<file path="config.mk">
export PLATFORM = sky130hd
export DESIGN_NAME = acc_alu
export DESIGN_NICKNAME = d
export VERILOG_FILES = /design/src/rtl/acc_alu_pkg.sv /design/src/rtl/acc_alu_adder.sv /design/src/rtl/acc_alu_shift.sv /design/src/rtl/acc_alu_logic.sv /design/src/rtl/acc_alu_ctrl.sv /design/src/rtl/acc_alu.sv
export SDC_FILE = /design/constraint.sdc
export NUM_CORES = 1
export LEC_CHECK = 0
export ABC_CLOCK_PERIOD_IN_PS = 5800
export CAP_MARGIN = 20
export CORE_MARGIN = 5
export CORE_UTILIZATION = 60
export DETAILED_ROUTE_END_ITERATION = 10
export DONT_BUFFER_PORTS = 1
export PLACE_DENSITY = 0.82
export SLEW_MARGIN = 5
export SYNTH_ARGS = -nofsm -noshare
export SYNTH_HDL_FRONTEND = slang
export SYNTH_HIERARCHICAL = 1
export SYNTH_SLANG_ARGS = --single-unit
</file>
<file path="constraint.sdc">
create_clock -name vclk -period 5.8
set_input_delay 0.58 -clock vclk [all_inputs]
set_output_delay 0.58 -clock vclk [all_outputs]
set_load 0.02 [all_outputs]
</file>
<file path="src/rtl/acc_alu_pkg.sv">
// Package: shared operation encoding for the accumulator ALU.
// Assumes the decoder upstream produces one of these codes per instruction.
package acc_alu_pkg;

    localparam int OP_BITS  = 5;
    localparam int OP_COUNT = 23;

    typedef enum logic [OP_BITS-1:0] {
        OP_ADD   = 5'd0,
        OP_SUB   = 5'd1,
        OP_RRC   = 5'd2,
        OP_RLC   = 5'd3,
        OP_SWAP  = 5'd4,
        OP_INC   = 5'd5,
        OP_INCSZ = 5'd6,
        OP_DEC   = 5'd7,
        OP_DECSZ = 5'd8,
        OP_AND   = 5'd9,
        OP_IOR   = 5'd10,
        OP_XOR   = 5'd11,
        OP_ANDI  = 5'd12,
        OP_IORI  = 5'd13,
        OP_XORI  = 5'd14,
        OP_COM   = 5'd15,
        OP_MOV   = 5'd16,
        OP_CLRW  = 5'd17,
        OP_CLRR  = 5'd18,
        OP_BCLR  = 5'd19,
        OP_BSET  = 5'd20,
        OP_STW   = 5'd21,
        OP_LDI   = 5'd22
    } alu_op_e;

    // Flag write enables as one bundle.
    typedef struct packed {
        logic c;
        logic hc;
        logic z;
    } flag_we_t;

    // True for operations that take the immediate in place of the register.
    function automatic logic is_imm_form(alu_op_e op);
        return (op == OP_ANDI) || (op == OP_IORI) || (op == OP_XORI) || (op == OP_LDI);
    endfunction

endpackage

</file>
<file path="src/rtl/acc_alu_adder.sv">
// Module: shared adder for add, subtract, increment and decrement.
// Produces the sum, the carry out of the top bit and the carry out of the
// lower half. Assumes WIDTH is even.
module acc_alu_adder #(
    parameter int WIDTH = 8
) (
    input  logic [WIDTH-1:0] a,
    input  logic [WIDTH-1:0] b,
    input  logic             cin,
    output logic [WIDTH-1:0] sum,
    output logic             cout,
    output logic             hcout
);
    localparam int HALF = WIDTH / 2;

    logic [HALF:0]  low_sum;
    logic [WIDTH:0] full_sum;

    // Lower-half sum gives the half carry.
    always_comb low_sum = {1'b0, a[HALF-1:0]} + {1'b0, b[HALF-1:0]} + {{HALF{1'b0}}, cin};

    // Full-width sum gives the result and the carry.
    always_comb full_sum = {1'b0, a} + {1'b0, b} + {{WIDTH{1'b0}}, cin};

    assign sum   = full_sum[WIDTH-1:0];
    assign cout  = full_sum[WIDTH];
    assign hcout = low_sum[HALF];
endmodule

</file>
<file path="src/rtl/acc_alu_shift.sv">
// Module: rotates through carry and nibble swap.
// Assumes WIDTH is even; the swap exchanges the two halves.
module acc_alu_shift #(
    parameter int WIDTH = 8
) (
    input  logic [WIDTH-1:0] a,
    input  logic             cin,
    output logic [WIDTH-1:0] ror,
    output logic             ror_c,
    output logic [WIDTH-1:0] rol,
    output logic             rol_c,
    output logic [WIDTH-1:0] swp
);
    localparam int HALF = WIDTH / 2;

    // Carry enters the top bit, the bottom bit leaves.
    assign ror   = {cin, a[WIDTH-1:1]};
    assign ror_c = a[0];

    // Carry enters the bottom bit, the top bit leaves.
    assign rol   = {a[WIDTH-2:0], cin};
    assign rol_c = a[WIDTH-1];

    // Exchange the two halves.
    assign swp   = {a[HALF-1:0], a[WIDTH-1:HALF]};
endmodule

</file>
<file path="src/rtl/acc_alu_logic.sv">
// Module: bitwise logic, complement and single-bit clear/set.
// x is the register or the immediate, as chosen by the top; w is W.
// Assumes idx addresses a bit that exists (WIDTH a power of two).
module acc_alu_logic #(
    parameter int WIDTH = 8,
    parameter int IDXW  = $clog2(WIDTH)
) (
    input  logic [WIDTH-1:0] x,
    input  logic [WIDTH-1:0] w,
    input  logic [IDXW-1:0]  idx,
    output logic [WIDTH-1:0] and_r,
    output logic [WIDTH-1:0] or_r,
    output logic [WIDTH-1:0] xor_r,
    output logic [WIDTH-1:0] com_r,
    output logic [WIDTH-1:0] bclr_r,
    output logic [WIDTH-1:0] bset_r
);
    logic [WIDTH-1:0] mask;

    // One-hot mask decoded from the bit index.
    for (genvar i = 0; i < WIDTH; i++) begin : g_mask
        assign mask[i] = (idx == IDXW'(i));
    end

    assign and_r  = x & w;
    assign or_r   = x | w;
    assign xor_r  = x ^ w;
    assign com_r  = ~x;
    assign bclr_r = x & ~mask;
    assign bset_r = x | mask;
endmodule

</file>
<file path="src/rtl/acc_alu_ctrl.sv">
// Module: per-operation flag-enable and destination table.
// Assumes op is a legal code; unknown codes write nothing and go to W.
module acc_alu_ctrl
    import acc_alu_pkg::*;
(
    input  alu_op_e  op,
    input  logic     dest_bit,
    output flag_we_t we,
    output logic     dest_reg
);
    // Which flags each operation may write.
    always_comb begin
        we = '0;
        case (op)
            OP_ADD, OP_SUB:            we = '{c: 1'b1, hc: 1'b1, z: 1'b1};
            OP_RRC, OP_RLC:            we = '{c: 1'b1, hc: 1'b0, z: 1'b0};
            OP_INC, OP_DEC,
            OP_AND, OP_IOR, OP_XOR,
            OP_ANDI, OP_IORI, OP_XORI,
            OP_COM, OP_MOV,
            OP_CLRW, OP_CLRR:          we = '{c: 1'b0, hc: 1'b0, z: 1'b1};
            default:                   we = '0;
        endcase
    end

    // Where the result goes: target bit, fixed W, or fixed register.
    always_comb begin
        case (op)
            OP_ADD, OP_SUB, OP_RRC, OP_RLC, OP_SWAP,
            OP_INC, OP_INCSZ, OP_DEC, OP_DECSZ,
            OP_AND, OP_IOR, OP_XOR, OP_COM, OP_MOV: dest_reg = dest_bit;
            OP_STW, OP_CLRR, OP_BCLR, OP_BSET:      dest_reg = 1'b1;
            default:                                dest_reg = 1'b0;
        endcase
    end
endmodule

</file>
<file path="src/rtl/acc_alu.sv">
// Module: combinational accumulator ALU, top level.
// Chooses the adder operands, collects the unit outputs into one result,
// and forms the flag values and the zero indication. Holds no state, so
// it takes no clock or reset. Assumes op_code carries an alu_op_e value.
module acc_alu
    import acc_alu_pkg::*;
#(
    parameter int WIDTH = 8,
    parameter int IDXW  = $clog2(WIDTH)
) (
    input  logic [WIDTH-1:0]   reg_opnd,
    input  logic [WIDTH-1:0]   w_opnd,
    input  logic [WIDTH-1:0]   imm_opnd,
    input  logic [IDXW-1:0]    bit_sel,
    input  logic               carry_in,
    input  logic               dest_bit,
    input  logic [OP_BITS-1:0] op_code,
    output logic [WIDTH-1:0]   result,
    output logic               c_out,
    output logic               hc_out,
    output logic               z_out,
    output logic               c_we,
    output logic               hc_we,
    output logic               z_we,
    output logic               dest_reg,
    output logic               res_zero
);
    alu_op_e          op;
    logic [WIDTH-1:0] add_b;
    logic             add_ci;
    logic [WIDTH-1:0] sum;
    logic             add_co;
    logic             add_hc;
    logic [WIDTH-1:0] ror, rol, swp;
    logic             ror_c, rol_c;
    logic [WIDTH-1:0] x_opnd;
    logic [WIDTH-1:0] and_r, or_r, xor_r, com_r, bclr_r, bset_r;
    flag_we_t         we;

    assign op = alu_op_e'(op_code);

    // Second adder operand and carry-in per arithmetic operation.
    always_comb begin
        add_b  = w_opnd;
        add_ci = 1'b0;
        case (op)
            OP_SUB:             begin add_b = ~w_opnd;       add_ci = 1'b1; end
            OP_INC, OP_INCSZ:   begin add_b = '0;            add_ci = 1'b1; end
            OP_DEC, OP_DECSZ:   begin add_b = '1;            add_ci = 1'b0; end
            default:            begin add_b = w_opnd;        add_ci = 1'b0; end
        endcase
    end

    // Immediate replaces the register for the immediate forms.
    always_comb x_opnd = is_imm_form(op) ? imm_opnd : reg_opnd;

    acc_alu_adder #(.WIDTH(WIDTH)) u_adder (
        .a     (reg_opnd),
        .b     (add_b),
        .cin   (add_ci),
        .sum   (sum),
        .cout  (add_co),
        .hcout (add_hc)
    );

    acc_alu_shift #(.WIDTH(WIDTH)) u_shift (
        .a     (reg_opnd),
        .cin   (carry_in),
        .ror   (ror),
        .ror_c (ror_c),
        .rol   (rol),
        .rol_c (rol_c),
        .swp   (swp)
    );

    acc_alu_logic #(.WIDTH(WIDTH), .IDXW(IDXW)) u_logic (
        .x      (x_opnd),
        .w      (w_opnd),
        .idx    (bit_sel),
        .and_r  (and_r),
        .or_r   (or_r),
        .xor_r  (xor_r),
        .com_r  (com_r),
        .bclr_r (bclr_r),
        .bset_r (bset_r)
    );

    acc_alu_ctrl u_ctrl (
        .op       (op),
        .dest_bit (dest_bit),
        .we       (we),
        .dest_reg (dest_reg)
    );

    // Result selection per operation.
    always_comb begin
        case (op)
            OP_ADD, OP_SUB, OP_INC,
            OP_INCSZ, OP_DEC, OP_DECSZ: result = sum;
            OP_RRC:                     result = ror;
            OP_RLC:                     result = rol;
            OP_SWAP:                    result = swp;
            OP_AND, OP_ANDI:            result = and_r;
            OP_IOR, OP_IORI:            result = or_r;
            OP_XOR, OP_XORI:            result = xor_r;
            OP_COM:                     result = com_r;
            OP_MOV:                     result = reg_opnd;
            OP_BCLR:                    result = bclr_r;
            OP_BSET:                    result = bset_r;
            OP_STW:                     result = w_opnd;
            OP_LDI:                     result = imm_opnd;
            default:                    result = '0;
        endcase
    end

    // Carry value: adder or rotate carry, otherwise the old carry.
    always_comb begin
        case (op)
            OP_ADD, OP_SUB: c_out = add_co;
            OP_RRC:         c_out = ror_c;
            OP_RLC:         c_out = rol_c;
            default:        c_out = carry_in;
        endcase
    end

    assign hc_out   = add_hc;
    assign z_out    = ~|result;
    assign res_zero = z_out;
    assign c_we     = we.c;
    assign hc_we    = we.hc;
    assign z_we     = we.z;
endmodule

</file>
* Word level (Yosys, flattened, before mapping)
Memory sizes are Yosys's and may differ from the RTL's.
Cells that the tools add are included.
** Operators by class
- $add $sub $neg :: 4
- Equal/unequal tests :: 28
- Multiplexer cells :: 6
- Bitwise logic cells :: 8
- Reduce and logical (&&, ||, !) cells :: 17
** Operator list (number)
- one-hot mux 8 bit (13 select lines) :: 1
- == test 5 x 4 -> 1 bit, second input constant :: 8
- == test 5 bit, second input constant :: 6
- NOT 8 bit :: 3
- one-hot mux 8 bit (3 select lines) :: 1
- == test 5 x 3 -> 1 bit, second input constant :: 4
- bitwise AND 8 bit :: 2
- OR 8 bit :: 2
- OR reduction 14 bit :: 1
- == test 3 bit, second input constant :: 4
- OR reduction 2 bit :: 6
- == test 5 x 2 -> 1 bit, second input constant :: 2
- adder 8 x 8 -> 9 bit :: 1
- adder 9 x 1 -> 9 bit :: 1
- two-way mux 8 bit :: 1
- OR reduction 8 bit :: 1
- bitwise XOR 8 bit :: 1
- == test 3 x 2 -> 1 bit, second input constant :: 2
- OR reduction 6 bit :: 1
- adder 4 x 4 -> 5 bit :: 1
- adder 5 x 1 -> 5 bit :: 1
- == test 5 x 1 -> 1 bit, second input constant :: 1
- zero test 5 bit :: 1
- OR reduction 4 bit :: 1
- other kinds (8) :: 10
** Storage, ports and cells
- Register bits after elaboration :: 0
- Bits in read-only memories :: 96
- Input bits :: 34
- Output and inout bits :: 16
- Memories kept :: 1
** Memories
- (no name shown) :: depth 32, width 3, read ports 1, clocked after memory_dff 0, wr ports 0, RTL line acc_alu_ctrl.sv:14 : case (op)

* Longest topological paths before layout
- Depth after elaboration :: 9
- Mapped depth :: 19

* Cells and area by module
The synthesis kept the hierarchy.
** Modules (own cells, without submodules)
- acc_alu :: instances 1, cells an instance 231, area an instance 1521.5 µm², seq. area each 0.0 µm²
- acc_alu_logic :: instances 1, cells an instance 66, area an instance 446.7 µm², seq. area each 0.0 µm²
- acc_alu_adder :: instances 1, cells an instance 42, area an instance 342.8 µm², seq. area each 0.0 µm²
- acc_alu_shift :: instances 1, cells an instance 26, area an instance 195.2 µm², seq. area each 0.0 µm²
- acc_alu_ctrl :: instances 1, cells an instance 17, area an instance 116.4 µm², seq. area each 0.0 µm²

* Least setup slack after synthesis
No wires, ideal clock.
- Path kind :: input port to output port
- From :: input op_code[0]
- To :: output z_out
- Arrival :: 4721 ps
- Data required time :: 5220 ps
- Setup slack :: 499 ps
- Stages :: 17
- Buffers on the path :: 6
- Path through :: buf_4 -> buf_4 -> buf_2 -> buf_2 -> buf_2 -> nand4b_1 -> o22a_1 -> o21ai_0 -> fa_1 -> nand3_1 -> a21boi_0 -> nor4_1 -> a311o_2 -> a22o_1 -> or3_1 -> nor4b_2 -> buf_4
** Between the ends
- Elaborated cells on any way between the ends :: 45
- Classes of those cells :: 2 x add/sub; 20 x eq/ne; 4 x mux; 6 x bitwise; 13 x reduce/logical
** RTL lines
- from (decl) :: RTL line acc_alu.sv:17 : input logic [OP_BITS-1:0] op_code,
- == test 5 x 3 -> 1 bit or == test 5 x 4 -> 1 bit (tied branches) :: RTL line acc_alu.sv:46 : case (op)
- OR reduction 2 bit :: RTL line acc_alu.sv:46
- one-hot mux 8 bit (3 select lines) (*) :: RTL line acc_alu.sv:46
- via add_b[0] :: RTL line acc_alu.sv:29 : logic [WIDTH-1:0] add_b;
- adder 8 x 8 -> 9 bit (*) :: RTL line acc_alu_adder.sv:23 : always_comb full_sum = {1'b0, a} + {1'b0, b} + {{WIDTH{1'b0}}, cin};
- adder 9 x 1 -> 9 bit (*) :: RTL line acc_alu_adder.sv:23
- via sum[5] :: RTL line acc_alu.sv:31 : logic [WIDTH-1:0] sum;
- one-hot mux 8 bit (13 select lines) (*) :: RTL line acc_alu.sv:97 : case (op)
- via result[5] :: RTL line acc_alu.sv:18 : output logic [WIDTH-1:0] result,
- OR reduction 8 bit (*) :: RTL line acc_alu.sv:127 : assign z_out = ~|result;
- zero test 1 bit (*) :: RTL line acc_alu.sv:127
- to (decl) :: RTL line acc_alu.sv:21 : output logic z_out,
Mark *: on every way through the listed nets, which the timed path passes. The rest lies on a longest branch.

* Worst setup path after layout
- From :: input op_code[4]
- To :: output res_zero
** Between the ends
- Longest elaborated chain between the ends :: 9
- Elaborated cells on any way between the ends :: 45
- Classes of those cells :: 2 x add/sub; 20 x eq/ne; 4 x mux; 6 x bitwise; 13 x reduce/logical
** RTL lines
- == test 5 x 4 -> 1 bit :: RTL line acc_alu_pkg.sv:43 : return (op == OP_ANDI) || (op == OP_IORI) || (op == OP_XORI) || (op == OP_LDI);
- logical OR 1 bit (2 in a row) :: RTL line acc_alu_pkg.sv:43
- logical OR 1 bit (*) :: RTL line acc_alu_pkg.sv:43
- two-way mux 8 bit (*) :: RTL line acc_alu.sv:55 : always_comb x_opnd = is_imm_form(op) ? imm_opnd : reg_opnd;
- via x_opnd[0] :: RTL line acc_alu.sv:36 : logic [WIDTH-1:0] x_opnd;
- NOT 8 bit (*) :: RTL line acc_alu_logic.sv:28 : assign com_r = ~x;
- via com_r[0] :: RTL line acc_alu.sv:37 : logic [WIDTH-1:0] and_r, or_r, xor_r, com_r, bclr_r, bset_r;
- one-hot mux 8 bit (13 select lines) (*) :: RTL line acc_alu.sv:97
- via result[0] :: RTL line acc_alu.sv:18
- OR reduction 8 bit (*) :: RTL line acc_alu.sv:127
- zero test 1 bit (*) :: RTL line acc_alu.sv:127
- to (decl) :: RTL line acc_alu.sv:26 : output logic res_zero
Marks and branches as above.

==> run_results.csv <==
group,metric,value,unit
power_and_ir_drop,power_switching,0.000119,W
synth,yosysSeqAreaShare,0,%
die,rows,24,
routing,initialDrtViolationCount,357,
clock_tree,cts-resized-gates,0,
global_route,grt_max_degree,60,
routing,ant_nets,0,
synth,synth_fp_nets,441,
critical_path,crit_path_end,"res_zero",
die,die_h,76.1,um
finish,seq_cell_count,0,
power_and_ir_drop,p_sw_share,58.0,%
routing,first_pass_iters,5,
sta,tightestPinTransition,0.893,ns
global_route,antenna_found_initial,0,
die,io_pins,50,
power_and_ir_drop,power_frac_comb,100.0,%
synth,syn_area,2620,um^2
placement,portBuffers,0,
placement,gp_congestion,1.01,
finish,drive_gt1_share,7.76,%
sta,rsz0062_at_grt,"false",
clock_tree,cts_setup_buffers,0,
synth,ys_top_cells_by_area,"ha_1, buf_4, mux2i_1",
power_and_ir_drop,seq_power_share,0,%
die,dieArea,5790,um^2
sta,setup_viol,0,
critical_path,crit_top_cell,"buf_4",
synth,syn_area_per_cell,6.87,um^2
power_and_ir_drop,p_leak,1.03,nW
sta,final.period_utilization,88.5,%
critical_path,setup.worst_path.start_class,"input pin",
routing,drt-total-wl,7.88,mm
sta,relSlewSlack,39.9,%
outcome,status,"complete, no violations",
finish,n_fill_cell,440,
finish,num-nets-final,396,
finish,n_clock_buffer,0,
finish,regArea,0,um^2
critical_path,arrival,4.55,ns
critical_path,critPathBufInv,3,
critical_path,path_cells,"nand2b_1 -> a21oi_1 -> o21ai_1 -> buf_4 -> mux2_2 -> inv_1 -> ha_1 -> mux2i_1 -> nor3_1 -> a2111oi_0 -> nand4b_1 -> or4_1 -> nor4b_2 -> buf_4",
synth,netlist_instances,382,
critical_path,required,5.22,ns
critical_path,crit_family,"simple AND/OR/NAND/NOR gates",
routing,drc,0,
synth,synth_top_area_cell,"ha_1",
global_route,grt_pass1_vias,2394,
global_route,grtUsageTotal,24.7,%
global_route,grt-ovfl-total,0,
power_and_ir_drop,p_int,0.0000863,W
critical_path,path_class,"input pin to output port",
global_route,grt_pass1_wl,12.4,mm
synth,yosysMostFrequentCell,"inv_1",
power_and_ir_drop,peakVddDrop,0.0000449,V
sta,drv_slew,0,
die,start_util,61.1,%
worst_hold_path,hp-class,"input pin to output port",
job,maxCapViolations,0,
synth,synth_top_area_share,11.0,%
critical_path,crit_cells,14,
die,dieWidth,76.1,um
routing,post_drt_wl_per_cell,20.4,um
clock_tree,postCtsHoldBufs,0,
power_and_ir_drop,pwr_density_cell,86.9,nW/um^2
die,core,4290,um^2
critical_path,worst_setup_path_end_kind,"output port",
synth,yosys_warnings,6,
critical_path,critPathLaunch,"op_code[4]",
power_and_ir_drop,pwr-share-clk,0,%
sta,tns,0,ns
critical_path,crit_path_max_fanout,22,
critical_path,critPathSlowestCell,"or4_1",
critical_path,cpPeakStageDelay,0.65,ns
routing,vias_per_cell,7.04,
finish,syn_to_final_growth,-9.78,%
sta,min_period,5.13,ns
synth,ys_types,64,
placement,dp_hpwl,5.77,mm
sta,finalHoldViolCount,0,
sta,hold_ws,1.25,ns
finish,diodes,0,
routing,dr_total_vias,2725,
synth,netlist_top_cells_count,"inv_1, buf_4, nor2_1, ha_1, mux2i_1",
sta,max_freq,0.195,GHz
[cell type report]
type / count / area, um^2 / area share, %
well taps: 52 / 65.1 / 2.75
inverters: 41 / 154 / 6.50
multi-input cells: 292 / 2130 / 90.1
repair buffers: 2 / 15.0 / 0.635
[metrics by stage]
| step | std cells | utilization [%] | total power (W) | worst slack, ns | area, um^2 |
|---|---|---|---|---|---|
| after global placement | 387 | 55.1 | 0.000197 | 0.903 | 2370 |
| after floorplan | 382 | - | 0.000199 | 0.499 | 2620 |
| after CTS | 387 | 55.1 | 0.000203 | 0.733 | 2370 |
| after detailed placement | 387 | 55.1 | 0.000202 | 0.754 | 2370 |
| final | 387 | 55.1 | 0.000206 | 0.666 | 2370 |
| after global routing | 387 | 55.1 | 0.000225 | 0.493 | 2370 |
[worst min path at each step]
| stage | start | endpoint | slack [ns] | cells past startpoint |
|---|---|---|---|---|
| floorplan | op_code[1] | hc_we | 1.24 | 1 |
| global route | op_code[2] | c_we | 1.25 | 1 |
| finish | op_code[1] | hc_we | 1.25 | 1 |
| CTS | op_code[1] | hc_we | 1.25 | 1 |
| global placement | op_code[2] | c_we | 1.25 | 1 |
| detailed placement | op_code[1] | hc_we | 1.25 | 1 |
[cells by family (layout without fill, tap and decap cells)]
group / count (synthesis) / after routing / share of synthesized area (%)
adder cells (fa/ha/maj): 25 / 25 / 12.5
multiplexers: 31 / 31 / 12.3
XOR/XNOR: 6 / 6 / 2.29
AND/OR/NAND/NOR: 125 / 125 / 26.3
buffers and inverters: 90 / 43 / 18.7
AO/OA/AOI/OAI: 105 / 105 / 27.9
[cell usage in the layout, fill, tap and decap left out, drive strengths merged, types with 3 or more instances in the layout]
cell type / instances
nand3: 12
a21oi: 15
or3b: 5
inv: 41
a21o: 3
a31oi: 3
o21ai: 25
nand4: 3
nand3b: 5
nand4b: 3
nor2: 28
ha: 23
mux2i: 22
mux2: 9
and2: 5
a2111oi: 3
or4: 3
nor3b: 3
or2: 5
nor3: 14
o22ai: 8
nor4: 5
o22a: 8
nand2b: 4
xor2: 4
nand2: 20
a221oi: 4
nor2b: 5
a22oi: 15
[power groups by stage]
stage / Clock [W] / Sequential, W / Combinational, W
after global placement: 0 / 0 / 0.000197
final: 0 / 0 / 0.000206
after global routing: 0 / 0 / 0.000225
after CTS: 0 / 0 / 0.000203
after detailed placement: 0 / 0 / 0.000202
after floorplan: 0 / 0 / 0.000199
[per-layer routing]
metal  up-vias  share of wire, %  global-route usage, %
li1       1277                 -                      -
met1      1231                39                   32.6
met2       193                47                   41.4
met3        24                11                   3.31
met4         0               2.8                   7.52
met5         -                 0                      0
No activity file was read; power rests on OpenSTA's default activity.
